<file path="config.mk">
export PLATFORM = sky130hd
export DESIGN_NAME = burst_addr_seq
export DESIGN_NICKNAME = d
export VERILOG_FILES = /design/src/rtl/burst_seq_pkg.sv /design/src/rtl/burst_cmd_decode.sv /design/src/rtl/burst_beat_counter.sv /design/src/rtl/burst_upper_reg.sv /design/src/rtl/burst_order_map.sv /design/src/rtl/burst_addr_seq.sv
export SDC_FILE = /design/constraint.sdc
export NUM_CORES = 1
export LEC_CHECK = 0
export ABC_AREA = 1
export BUFFER_PORTS_ARGS = -buffer_cell sky130_fd_sc_hd__buf_2
export CAP_MARGIN = 20
export CORE_UTILIZATION = 42
export CTS_CLUSTER_SIZE = 24
export DETAILED_ROUTE_END_ITERATION = 12
export PLACE_DENSITY = 0.76
export SYNTH_ARGS = -nofsm -noshare
export SYNTH_HDL_FRONTEND = slang
export SYNTH_SLANG_ARGS = --single-unit
</file>
<file path="constraint.sdc">
create_clock -name clk -period 1 [get_ports clk]
set_clock_uncertainty 0.05 [all_clocks]
set_input_delay 0 -clock clk [delete_from_list [all_inputs] [get_ports clk]]
set_output_delay 0 -clock clk [all_outputs]
set_load 0.03 [all_outputs]
</file>
<file path="src/rtl/burst_seq_pkg.sv">
package burst_seq_pkg;

    localparam int LOW_W    = 2;
    localparam int BEATS    = 1 << LOW_W;

    typedef logic [LOW_W-1:0] beat_t;

    typedef enum logic {
        ORD_LINEAR     = 1'b0,
        ORD_INTERLEAVE = 1'b1
    } order_e;

    typedef enum logic [1:0] {
        CMD_HOLD = 2'd0,
        CMD_LOAD = 2'd1,
        CMD_STEP = 2'd2
    } cmd_e;

    typedef struct packed {
        beat_t start;
        beat_t beat;
    } beat_state_t;

    function automatic beat_t map_beat(beat_t start, beat_t beat, order_e ord);
        beat_t res;
        if (ord == ORD_INTERLEAVE) res = start ^ beat;
        else                       res = start + beat;
        return res;
    endfunction

endpackage

</file>
<file path="src/rtl/burst_cmd_decode.sv">
module burst_cmd_decode
    import burst_seq_pkg::*;
(
    input  logic proc_stb_n,
    input  logic ctrl_stb_n,
    input  logic adv_n,
    output cmd_e cmd
);
    always_comb begin
        if (!proc_stb_n || !ctrl_stb_n) cmd = CMD_LOAD;
        else if (!adv_n)                cmd = CMD_STEP;
        else                            cmd = CMD_HOLD;
    end
endmodule

</file>
<file path="src/rtl/burst_beat_counter.sv">
module burst_beat_counter
    import burst_seq_pkg::*;
(
    input  logic        clk,
    input  logic        rst,
    input  cmd_e        cmd,
    input  beat_t       start_in,
    output beat_state_t state_q
);
    always_ff @(posedge clk) begin
        if (rst) begin
            state_q <= '0;
        end else begin
            unique case (cmd)
                CMD_LOAD: begin
                    state_q.start <= start_in;
                    state_q.beat  <= '0;
                end
                CMD_STEP: state_q.beat <= state_q.beat + beat_t'(1);
                default:  state_q <= state_q;
            endcase
        end
    end

    // a load restarts the beat count
    a_r8_load_restarts: assert property (@(posedge clk) disable iff (rst)
        (cmd == CMD_LOAD) |=> (state_q.beat == '0));
    // each step moves the count by one, so four steps wrap
    a_r6_beat_step: assert property (@(posedge clk) disable iff (rst)
        (cmd == CMD_STEP) |=> (state_q.beat == beat_t'($past(state_q.beat) + 1'b1)));
    a_r7_start_kept: assert property (@(posedge clk) disable iff (rst)
        (cmd != CMD_LOAD) |=> $stable(state_q.start));
endmodule

</file>
<file path="src/rtl/burst_upper_reg.sv">
module burst_upper_reg
    import burst_seq_pkg::*;
#(
    parameter int UP_W = 18
) (
    input  logic            clk,
    input  logic            rst,
    input  cmd_e            cmd,
    input  logic [UP_W-1:0] upper_in,
    output logic [UP_W-1:0] upper_q
);
    always_ff @(posedge clk) begin
        if (rst)                  upper_q <= '0;
        else if (cmd == CMD_LOAD) upper_q <= upper_in;
    end

    // upper bits only move on a load
    a_r9_upper_stable: assert property (@(posedge clk) disable iff (rst)
        (cmd != CMD_LOAD) |=> $stable(upper_q));
endmodule

</file>
<file path="src/rtl/burst_order_map.sv">
module burst_order_map
    import burst_seq_pkg::*;
(
    input  beat_state_t state,
    input  logic        order_sel,
    output beat_t       low_out
);
    order_e ord;
    assign ord     = order_e'(order_sel);
    assign low_out = map_beat(state.start, state.beat, ord);
endmodule

</file>
<file path="src/rtl/burst_addr_seq.sv">
module burst_addr_seq
    import burst_seq_pkg::*;
#(
    parameter int ADDR_W = 20
) (
    input  logic              clk,
    input  logic              rst,
    input  logic              proc_stb_n,
    input  logic              ctrl_stb_n,
    input  logic              adv_n,
    input  logic              order_sel,
    input  logic [ADDR_W-1:0] addr_in,
    output logic [ADDR_W-1:0] addr_out
);
    localparam int UP_W = ADDR_W - LOW_W;

    cmd_e            cmd;
    beat_state_t     bstate;
    logic [UP_W-1:0] upper_q;
    beat_t           low_bits;

    burst_cmd_decode u_dec (
        .proc_stb_n (proc_stb_n),
        .ctrl_stb_n (ctrl_stb_n),
        .adv_n      (adv_n),
        .cmd        (cmd)
    );

    burst_beat_counter u_cnt (
        .clk      (clk),
        .rst      (rst),
        .cmd      (cmd),
        .start_in (addr_in[LOW_W-1:0]),
        .state_q  (bstate)
    );

    burst_upper_reg #(.UP_W(UP_W)) u_up (
        .clk      (clk),
        .rst      (rst),
        .cmd      (cmd),
        .upper_in (addr_in[ADDR_W-1:LOW_W]),
        .upper_q  (upper_q)
    );

    burst_order_map u_map (
        .state     (bstate),
        .order_sel (order_sel),
        .low_out   (low_bits)
    );

    assign addr_out = {upper_q, low_bits};


    a_r2_proc_load: assert property (@(posedge clk) disable iff (rst)
        !proc_stb_n |=> (addr_out == $past(addr_in)));

    a_r3_ctrl_load: assert property (@(posedge clk) disable iff (rst)
        !ctrl_stb_n |=> (addr_out == $past(addr_in)));

    a_r7_hold: assert property (@(posedge clk) disable iff (rst)
        (proc_stb_n && ctrl_stb_n && adv_n && $stable(order_sel)) |=> $stable(addr_out));

    a_r4_linear_step: assert property (@(posedge clk) disable iff (rst)
        (proc_stb_n && ctrl_stb_n && !adv_n && !order_sel) |=>
        (order_sel || (addr_out[1:0] == 2'($past(addr_out[1:0]) + 2'd1))));
endmodule

</file>
## Word-level counts from Yosys, hierarchy flattened

Index checks and enable logic that the tools add are counted.

| cells by class | value |
|---|---|
| $add $sub $neg | 2 |
| eq/ne operators | 2 |
| muxes and demuxes | 4 |
| bitwise gates (word level) | 1 |
| reductions and logical operators | 4 |

Operators by type and width:

| operator | number |
|---|---|
| $mux W2 | 3 |
| $pmux W2 S2 | 1 |
| $add A2 B1 Y2 const B | 1 |
| $add A2 B2 Y2 | 1 |
| $eq A2 B1 Y1 const B | 1 |
| $eq A2 B2 Y1 const B | 1 |
| $logic_not A1 Y1 | 2 |
| $reduce_bool A2 Y1 | 1 |
| $xor A2 B2 Y2 | 1 |
| $logic_or A1 B1 Y1 | 1 |

| storage, ports and cells | value |
|---|---|
| bits in registers | 22 |
| input port bits | 26 |
| output and inout bits | 20 |
| word-level logic and storage cells | 16 |

## Longest topological paths before layout

Gate-level depths: netlist of run 1.

| depth | value |
|---|---|
| depth in word-level cells | 5 |
| depth in mapped cells | 6 |
| mapped depth without buffers | 6 |

## By module

Synthesis of run 1 repeated with hierarchy kept, for this count alone.

| unflattened totals | value |
|---|---|
| cell total of the unflattened synthesis | 159 |
| area, all modules | 1136.1 um^2 |

By module, submodules not included:

| module | times used | cells an instance | area an instance (um^2) | sequential area each (um^2) |
|---|---|---|---|---|
| burst_upper_reg | 1 | 117 | 859.6 | 360.3 |
| burst_beat_counter | 1 | 25 | 196.4 | 80.1 |
| burst_order_map | 1 | 15 | 67.6 | 0.0 |
| burst_cmd_decode | 1 | 2 | 12.5 | 0.0 |

## Worst setup path after synthesis of run 1

Ideal clock, no wire load.

| path | value |
|---|---|
| path type | register -> output |
| start point | register u_cnt.state_q[0] in the netlist's numbering |
| end point | output port addr_out[1] |
| arrival time | 862 ps |
| data required time | 950 ps |
| slack | 88 ps |
| stages on the path, launching flop included | 7 |
| path buffers | 0 |
| cell sequence | dfxtp_1 > ha_1 > inv_1 > nor2_1 > nand3_1 > nand2_1 > inv_1 |

| on the way | value |
|---|---|
| cells in the longest elaborated chain, start to end | 2 |

RTL lines:

| element | RTL line | RTL |
|---|---|---|
| start, declared | burst_beat_counter.sv:8 | `output beat_state_t state_q` |
| start signal, assigned | burst_beat_counter.sv:20 | `default: state_q <= state_q;` |
| $add A2 B2 Y2 | burst_seq_pkg.sv:27 | `else res = start + beat;` |
| $mux W2 | burst_seq_pkg.sv:26 | `if (ord == ORD_INTERLEAVE) res = start ^ beat;` |
| end, declared | burst_addr_seq.sv:13 | `output logic [ADDR_W-1:0] addr_out` |

No other way between the ends.

## Worst setup path after layout of run 1

| path | value |
|---|---|
| start point | register u_cnt.state_q[2] in the netlist's numbering |
| end point | output port addr_out[1] |

The elaborated chain is that of the path after synthesis.

==> impl_metrics.xml, run 1 <==
<?xml version="1.0" encoding="UTF-8"?>
<metrics>
  <group name="power">
    <metric name="total_leakage_power" unit="nW">0.6785</metric>
    <metric name="sequentialPowerShare" unit="%">51.2</metric>
    <metric name="power_per_cell_area" unit="mW/mm2">1382</metric>
    <metric name="clk_network_pwr_share" unit="%">25.4</metric>
    <metric name="power" unit="W">0.001887</metric>
    <metric name="total_switching_power" unit="W">0.0005409</metric>
    <metric name="netSwitchingFraction" unit="%">28.67</metric>
    <metric name="power_report.internal_total" unit="W">0.001346</metric>
    <metric name="ir_worst_vdd" unit="uV">1065</metric>
    <metric name="share_comb_of_total_power" unit="%">23.4</metric>
  </group>
  <group name="logic_synthesis">
    <metric name="synth-edff-count" unit="">0</metric>
    <metric name="synthTopCellsByCount" unit="">44 x nor2_1, 22 x dfxtp_1, 21 x o21ai_0</metric>
    <metric name="netlist_area" unit="um2">854.6</metric>
    <metric name="synthesis.yosys.warnings" unit="">0</metric>
    <metric name="synth.ff_latch_count" unit="">22</metric>
    <metric name="synth_sequential_area_ratio" unit="%">51.54</metric>
    <metric name="netlist_instances" unit="">116</metric>
    <metric name="synth.top_cell.area_share" unit="%">51.54</metric>
    <metric name="synth_fp_nets" unit="">143</metric>
    <metric name="library_cells_used_by_synthesis" unit="">12</metric>
    <metric name="async_reset_ff_share" unit="%">0</metric>
    <metric name="post-synth-top-area-cell" unit="">dfxtp_1</metric>
    <metric name="avgSynthCellArea" unit="um2">7.367</metric>
    <metric name="synth_top_cells_by_area" unit="">dfxtp_1 52%, nor2_1 19%, o21ai_0 12%, nand2_1 4.0%, inv_1 3.5%</metric>
    <metric name="ys.flop_type" unit="">dfxtp_1</metric>
    <metric name="cell_with_the_most_instances_after_synthesis" unit="">nor2_1</metric>
  </group>
  <group name="sta">
    <metric name="layout_setup_ws" unit="ps">-268.3</metric>
    <metric name="final-hold-violation-count" unit="">0</metric>
    <metric name="setup_viol" unit="">2</metric>
    <metric name="grt_setup_unrepaired" unit="">yes</metric>
    <metric name="slew-limit-headroom" unit="%">76.81</metric>
    <metric name="post_layout_min_period" unit="ps">1268</metric>
    <metric name="peak_clock_frequency_supported_by_timing" unit="MHz">788.4</metric>
    <metric name="final_min_period_over_clock_period" unit="%">126.8</metric>
    <metric name="report.final.slew_viol_count" unit="">0</metric>
    <metric name="worstMarginPinSlew" unit="ps">347.3</metric>
  </group>
  <group name="layout">
    <metric name="finalCoreUtilization" unit="%">74.98</metric>
    <metric name="antenna-diode-count" unit="">0</metric>
    <metric name="drive_gt1_share" unit="%">32.24</metric>
    <metric name="final_nets" unit="">211</metric>
    <metric name="final_design_area_no_fill" unit="mm2">0.001365</metric>
    <metric name="areaGrowthSynthToFinish" unit="%">59.74</metric>
  </group>
  <group name="critical_path">
    <metric name="cp_common_cell" unit="">inv_2</metric>
    <metric name="cp_num_cells" unit="">7</metric>
    <metric name="worst-endpoint-arrival" unit="ps">1220</metric>
    <metric name="timing.reg2reg.worst_path_depth" unit="">6</metric>
    <metric name="cp_top_family" unit="">flip-flops</metric>
    <metric name="r2r_slack" unit="ps">70</metric>
    <metric name="crit_slowest_cell" unit="">dfxtp_2</metric>
    <metric name="worstSetupEndpointType" unit="">output port</metric>
    <metric name="worst-endpoint-required" unit="ps">950</metric>
    <metric name="timing.rr.end" unit="">u_cnt.state_q[1]</metric>
    <metric name="worst_setup_endpoint" unit="">addr_out[1]</metric>
    <metric name="delay_contributed_by_the_slowest_stage_of_the_critical_path" unit="ps">370</metric>
    <metric name="startpoint_type" unit="">flip-flop</metric>
    <metric name="cp.buffers_inverters" unit="">3</metric>
    <metric name="worst_reg2reg_path_startpoint" unit="">u_cnt.state_q[0]</metric>
    <metric name="criticalPathCategory" unit="">flip-flop to output port</metric>
    <metric name="worst_setup_path_startpoint" unit="">u_cnt.state_q[2]</metric>
    <metric name="critical_path_peak_fanout" unit="">2</metric>
    <metric name="timing.critical_path.cells" unit="">ha_4 -&gt; inv_2 -&gt; nor2_1 -&gt; nand3_1 -&gt; nand2_1 -&gt; inv_2 -&gt; buf_6</metric>
  </group>
  <group name="grt">
    <metric name="total_global_routing_track_utilization" unit="%">22.25</metric>
    <metric name="globalRoute.totalOverflow" unit="">0</metric>
    <metric name="antenna_found_initial" unit="">0</metric>
    <metric name="first_global_vias" unit="">884</metric>
    <metric name="maximum_number_of_pins_on_one_net_before_global_route_repair" unit="">22</metric>
    <metric name="grt_pass1_wl" unit="mm">3.470</metric>
  </group>
  <group name="placed_design">
    <metric name="placedInstanceArea" unit="mm2">0.001084</metric>
    <metric name="gp_congestion" unit="">0.7070</metric>
    <metric name="buffer_ports.inserted" unit="">45</metric>
    <metric name="detailedPlacementHpwl" unit="mm">1.376</metric>
  </group>
  <group name="clock_network">
    <metric name="clkSinkCount" unit="">22</metric>
    <metric name="clk_latency" unit="ps">300</metric>
    <metric name="clockBufferDepth" unit="">2</metric>
    <metric name="cts_tree" unit="">built</metric>
    <metric name="htree_num_levels" unit="">1</metric>
    <metric name="clk_transition_reported_paths" unit="ps">120</metric>
    <metric name="ctsRootBufferMaster" unit="">clkbuf_4</metric>
    <metric name="cts_buffers" unit="">3</metric>
  </group>
  <group name="floorplanning">
    <metric name="floorplan.initialDensity" unit="%">46.94</metric>
    <metric name="io-pin-count" unit="">46</metric>
    <metric name="rows" unit="">15</metric>
    <metric name="chipHeight" unit="um">47.11</metric>
    <metric name="die_w" unit="um">47.11</metric>
    <metric name="core_region_area" unit="mm2">0.001821</metric>
    <metric name="die-area" unit="mm2">0.002219</metric>
  </group>
  <group name="status">
    <metric name="result_of_the_run" unit="">finished, violations left</metric>
    <metric name="failed_checks" unit="">setup timing</metric>
  </group>
  <group name="drt">
    <metric name="num_vias" unit="">947</metric>
    <metric name="first_iter_violations" unit="">13</metric>
    <metric name="post_drt_wl_per_cell" unit="um">10.59</metric>
    <metric name="routed_wirelength" unit="mm">2.203</metric>
    <metric name="drc" unit="">0</metric>
    <metric name="detail-route-antenna-nets" unit="">0</metric>
    <metric name="drt_first_pass_iters" unit="">4</metric>
    <metric name="detail_route.vias_per_cell" unit="">4.553</metric>
  </group>
  <group name="min_path">
    <metric name="min_from" unit="">ctrl_stb_n</metric>
    <metric name="hold_path.class" unit="">input pin to flip-flop</metric>
  </group>
  <group name="job">
    <metric name="max-cap-violations" unit="">0</metric>
  </group>
</metrics>
## worst register-to-register path, cell delays in order, from the launching register on
cell and delay, ps:
dfxtp_2 370, buf_4 110, inv_1 40, nor2_1 110, nand2_1 70, nand2_1 60
nor2_1 30
## stage by stage
step	hold slack [ps]	worst slack, ps	cells	setup TNS, ps
finish	86.31	-268.3	208	-362.7
global route	117.8	-369.4	208	-493.0
CTS	76.03	-257.2	208	-347.0
detailed placement	176.6	-1.609	182	-1.609
global placement	171.9	36.28	182	0
floorplan	84.91	87.50	116	0
## worst min-delay path by stage
| stage | cells past startpoint | end | slack, ps |
|---|---|---|---|
| 3_3_place_gp | 3 | u_up.upper_q[4] | 170 |
| 2_1_floorplan | 2 | u_cnt.state_q[2] | 80 |
| 4_1_cts | 4 | u_up.upper_q[10] | 80 |
| 5_1_grt | 5 | u_up.upper_q[16] | 120 |
| 6_report | 4 | u_up.upper_q[10] | 90 |
| 3_5_place_dp | 3 | u_up.upper_q[14] | 180 |
## routing by layer
layer | vias to the layer above | share of wire [%] | global-route usage [%]
met1 | 423 | 42 | 25.78
met4 | 0 | 0.50 | 8.571
met5 | - | 0 | 0
li1 | 491 | - | -
met3 | 2 | 3.9 | 2.308
met2 | 31 | 53 | 41.67
## layout make-up
class                           instances  area (um2)
Fill cell                             153       455.4
Tap cell                               25       31.28
Multi-Input combinational cell         79       350.3
Inverter                                9       33.78
Clock buffer                            4       36.28
Timing Repair Buffer                   69       470.5
Sequential cell                        22       442.9
## power by group through the flow
stage	Clock (W)	Combinational (W)	Sequential [W]
CTS	0.000490	0.000437	0.000966
floorplan	0	0.000135	0.00109
global placement	0	0.000352	0.000981
global route	0.000512	0.000484	0.000974
finish	0.000480	0.000441	0.000967
detailed placement	0	0.000359	0.000982
## placed cells by master (no fill, tap or decap)
cell and instances:
ha_4 1, dfxtp_1 20, nor2_1 44, o21ai_0 21
buf_2 43, dlygate4sd3_1 21, buf_4 3, nand2_1 9
inv_1 6, nand3_1 2, nand2_2 1, clkbuf_8 1
buf_6 2, nor3_1 1, inv_2 3, dfxtp_2 2
clkbuf_4 3
## flip-flops by register name (all words and copies together), names as in the netlist
register / cells
u_cnt.state_q: 4
u_up.upper_q: 18
## kinds of logic after synthesis
family / after synthesis / synth area share (%)
fa+ha+maj: 1 / 1.464
simple gates: 57 / 25.77
buf+inv: 15 / 8.931
flops: 22 / 51.54
compound gates: 21 / 12.30
## timing repair
item	in CTS	in global routing
pin swaps	1	0
hold buffers	21	0
endpoints found under the hold margin	22	0
setup endpoints to repair	2	2
buffers inserted	1	0
gates resized for setup	9	1
No activity file was read; power rests on OpenSTA's default activity.
==> run 2, diff against run 1 <==
--- a/config.mk
+++ b/config.mk
@@ -5,10 +5,9 @@
 export SDC_FILE = /design/constraint.sdc
 export NUM_CORES = 1
 export LEC_CHECK = 0
-export ABC_AREA = 1
 export BUFFER_PORTS_ARGS = -buffer_cell sky130_fd_sc_hd__buf_2
 export CAP_MARGIN = 20
-export CORE_UTILIZATION = 42
+export CORE_UTILIZATION = 43
 export CTS_CLUSTER_SIZE = 24
 export DETAILED_ROUTE_END_ITERATION = 12
 export PLACE_DENSITY = 0.76
==> run 2 against run 1 <==
Effect of this change:
- the run still ends with setup timing left
- die area increased by 2.4%
- register-to-register slack got worse by 70 ps
- worst setup slack got worse by 40 ps
- critical endpoint unchanged
- sequential power decreased by 1%
- synthesized cell count decreased by 15%
- synthesized area increased by 5.0%
- hold slack improved by 29 ps
- largest power group unchanged
- global-route usage decreased by 0.19 points
- largest cell class unchanged
- highest routed layer unchanged
- clock power decreased by 19%
- maximum frequency decreased by 3.0%
- final cell count decreased by 6.3%
- critical path depth decreased by 3
==> impl_metrics.xml, run 2 <==
<?xml version="1.0" encoding="UTF-8"?>
<metrics>
  <group name="floorplanning">
    <metric name="chipHeight" unit="um">47.68</metric>
    <metric name="rows" unit="">16</metric>
    <metric name="die-area" unit="mm2">0.002273</metric>
    <metric name="floorplan.initialDensity" unit="%">45.73</metric>
    <metric name="core_region_area" unit="mm2">0.001962</metric>
    <metric name="io-pin-count" unit="">46</metric>
    <metric name="die_w" unit="um">47.68</metric>
  </group>
  <group name="logic_synthesis">
    <metric name="netlist_area" unit="um2">897.1</metric>
    <metric name="synth_sequential_area_ratio" unit="%">49.09</metric>
    <metric name="synthTopCellsByCount" unit="">39 x nand2_1, 22 x dfxtp_1, 20 x a21oi_2</metric>
    <metric name="synthesis.yosys.warnings" unit="">0</metric>
    <metric name="avgSynthCellArea" unit="um2">9.062</metric>
    <metric name="async_reset_ff_share" unit="%">0</metric>
    <metric name="library_cells_used_by_synthesis" unit="">13</metric>
    <metric name="synth.top_cell.area_share" unit="%">49.09</metric>
    <metric name="synth_top_cells_by_area" unit="">dfxtp_1 49%, a21oi_2 20%, nand2_1 16%, xnor2_1 2.9%, buf_6 2.5%</metric>
    <metric name="cell_with_the_most_instances_after_synthesis" unit="">nand2_1</metric>
    <metric name="netlist_instances" unit="">99</metric>
    <metric name="ys.flop_type" unit="">dfxtp_1</metric>
    <metric name="post-synth-top-area-cell" unit="">dfxtp_1</metric>
    <metric name="synth.ff_latch_count" unit="">22</metric>
    <metric name="synth_fp_nets" unit="">126</metric>
    <metric name="synth-edff-count" unit="">0</metric>
  </group>
  <group name="min_path">
    <metric name="hold_path_end" unit="">u_cnt.state_q[3]</metric>
    <metric name="hold_path.class" unit="">input pin to flip-flop</metric>
    <metric name="min_from" unit="">ctrl_stb_n</metric>
    <metric name="hold_path_depth" unit="">4</metric>
  </group>
  <group name="sta">
    <metric name="worstMarginPinSlew" unit="ps">406.2</metric>
    <metric name="slew-limit-headroom" unit="%">72.82</metric>
    <metric name="setup_viol" unit="">3</metric>
    <metric name="grt_setup_unrepaired" unit="">yes</metric>
    <metric name="post_layout_min_period" unit="ps">1308</metric>
    <metric name="layout_setup_ws" unit="ps">-308.1</metric>
    <metric name="fin_worst_hold_slack" unit="ps">115.4</metric>
    <metric name="report.final.slew_viol_count" unit="">0</metric>
    <metric name="peak_clock_frequency_supported_by_timing" unit="MHz">764.5</metric>
    <metric name="final-hold-violation-count" unit="">0</metric>
    <metric name="final_min_period_over_clock_period" unit="%">130.8</metric>
  </group>
  <group name="grt">
    <metric name="first_global_vias" unit="">803</metric>
    <metric name="total_global_routing_track_utilization" unit="%">22.06</metric>
    <metric name="grt_pass1_wl" unit="mm">3.422</metric>
    <metric name="globalRoute.totalOverflow" unit="">0</metric>
    <metric name="maximum_number_of_pins_on_one_net_before_global_route_repair" unit="">23</metric>
    <metric name="antenna_found_initial" unit="">0</metric>
  </group>
  <group name="drt">
    <metric name="routed_wirelength" unit="mm">2.492</metric>
    <metric name="first_iter_violations" unit="">11</metric>
    <metric name="num_vias" unit="">931</metric>
    <metric name="detail-route-antenna-nets" unit="">0</metric>
    <metric name="drc" unit="">0</metric>
    <metric name="post_drt_wl_per_cell" unit="um">12.78</metric>
    <metric name="detail_route.vias_per_cell" unit="">4.774</metric>
    <metric name="drt_first_pass_iters" unit="">6</metric>
  </group>
  <group name="critical_path">
    <metric name="worst_reg2reg_path_startpoint" unit="">u_cnt.state_q[0]</metric>
    <metric name="worst-endpoint-required" unit="ps">950</metric>
    <metric name="critical_path_peak_fanout" unit="">2</metric>
    <metric name="r2r_slack" unit="ps">0</metric>
    <metric name="criticalPathCategory" unit="">flip-flop to output port</metric>
    <metric name="worst-endpoint-arrival" unit="ps">1260</metric>
    <metric name="worstSetupEndpointType" unit="">output port</metric>
    <metric name="timing.reg2reg.worst_path_depth" unit="">4</metric>
    <metric name="timing.rr.end" unit="">u_cnt.state_q[1]</metric>
    <metric name="startpoint_type" unit="">flip-flop</metric>
  </group>
  <group name="layout">
    <metric name="final_design_area_no_fill" unit="mm2">0.001476</metric>
    <metric name="antenna-diode-count" unit="">0</metric>
    <metric name="finalCoreUtilization" unit="%">75.26</metric>
    <metric name="drive_gt1_share" unit="%">51.79</metric>
    <metric name="fillerInstances" unit="">151</metric>
    <metric name="mostFrequentLayoutCell" unit="">buf_2</metric>
    <metric name="areaGrowthSynthToFinish" unit="%">64.58</metric>
    <metric name="most_frequent_cells_in_the_layout" unit="">43 x buf_2, 39 x nand2_1, 22 x dlygate4sd3_1</metric>
    <metric name="final_nets" unit="">197</metric>
    <metric name="largest_register_ff_count" unit="">18</metric>
    <metric name="largest-register" unit="">u_up.upper_q</metric>
    <metric name="largestRegisters" unit="">u_up.upper_q: 18 flops, u_cnt.state_q: 4 flops</metric>
  </group>
  <group name="clock_network">
    <metric name="clk_transition_reported_paths" unit="ps">120</metric>
    <metric name="ctsRootBufferMaster" unit="">clkbuf_4</metric>
    <metric name="clockBufferDepth" unit="">2</metric>
    <metric name="cts_buffers" unit="">3</metric>
    <metric name="htree_num_levels" unit="">1</metric>
    <metric name="clkSinkCount" unit="">22</metric>
    <metric name="clk_latency" unit="ps">300</metric>
    <metric name="cts_tree" unit="">built</metric>
  </group>
  <group name="placed_design">
    <metric name="placedInstanceArea" unit="mm2">0.001165</metric>
    <metric name="gp_congestion" unit="">0.6770</metric>
    <metric name="pre_cts_slack" unit="ps">-113.1</metric>
    <metric name="buffer_ports.inserted" unit="">45</metric>
    <metric name="detailedPlacementHpwl" unit="mm">1.366</metric>
  </group>
  <group name="power">
    <metric name="power" unit="W">0.001812</metric>
    <metric name="total_leakage_power" unit="nW">0.6592</metric>
    <metric name="ir_worst_vdd" unit="uV">824.8</metric>
    <metric name="power_per_cell_area" unit="mW/mm2">1228</metric>
  </group>
  <group name="job">
    <metric name="max-cap-violations" unit="">0</metric>
  </group>
  <group name="status">
    <metric name="result_of_the_run" unit="">finished, violations left</metric>
    <metric name="failed_checks" unit="">setup timing</metric>
  </group>
</metrics>
[run 2: cell types whose count changed in the layout (fill, tap and decap cells not counted), moves of 2 or more]
cell / delta
nor2b_4: +2
dfxtp_2: +2
buf_4: +2
a21oi_2: +20
nand2_1: +30
dfxtp_1: -2
xnor2_2: +2
o21ai_0: -21
inv_2: -3
nor2_1: -44
nand3_1: -2
inv_1: -6
[run 2: final cells by class]
type | instances | area, um2 | share of cell area (%)
sequential | 22 | 445.4 | 30.17
multi-input combinational | 71 | 479.2 | 32.46
clock buffer | 3 | 22.52 | 1.525
tap | 27 | 33.78 | 2.288
timing repair buffer | 72 | 495.5 | 33.56
[run 2: how the worst max path moves through the flow]
stage,start,endpoint,cells after the start
floorplan,u_cnt.state_q[0],addr_out[1],3
global placement,u_cnt.state_q[0],addr_out[1],4
detailed placement,u_cnt.state_q[0],addr_out[1],4
CTS,u_cnt.state_q[0],addr_out[1],4
global route,u_cnt.state_q[0],addr_out[1],4
finish,u_cnt.state_q[0],addr_out[1],4
[run 2: per-layer routing]
metal | routed length [um] | GRT usage (%) | vias to the layer above
met5 | 0 | 0 | -
met3 | 53 | 3.019 | 6
li1 | - | - | 455
met4 | 61 | 10.00 | 0
met2 | 1439 | 41.92 | 23
met1 | 939 | 24.02 | 447
[run 2: worst max-delay path, stage by stage, from the launching register on]
cell	delay, ps
dfxtp_2	370
ha_4	130
nor2b_4	180
xnor2_4	130
buf_6	150
[run 2: power breakdown]
group	internal, W	total (W)	switching, W
Clock	0.000140	0.000391	0.000251
Combinational	0.000208	0.000466	0.000258
Sequential	0.000929	0.000956	0.0000269
[run 2: kinds of logic after synthesis]
| kind of cell | count (synthesis) | share of synthesized area, % |
|---|---|---|
| buffers and inverters | 6 | 4.742 |
| xor gates and xnor gates | 3 | 2.929 |
| DFF | 22 | 49.09 |
| adders and majority gates | 1 | 1.394 |
| AOI/OAI and AO/OA | 20 | 19.53 |
| and+or+nand+nor | 47 | 22.31 |
[run 2: per-stage QoR]
step           setup TNS, ps  cells
3_3_place_gp          -56.64    169
2_1_floorplan              0     99
6_report              -397.3    195
5_1_grt               -507.6    195
4_1_cts               -398.6    194
3_5_place_dp          -113.1    169
[run 2: timing repair]
| item | in CTS | in global routing |
|---|---|---|
| setup buffers | 0 | 1 |
| hold buffers | 22 | 0 |
| gates resized for setup | 9 | 5 |
| setup endpoints to repair | 2 | 4 |
| hold endpoints to repair | 21 | 0 |
| pin swaps | 1 | 1 |
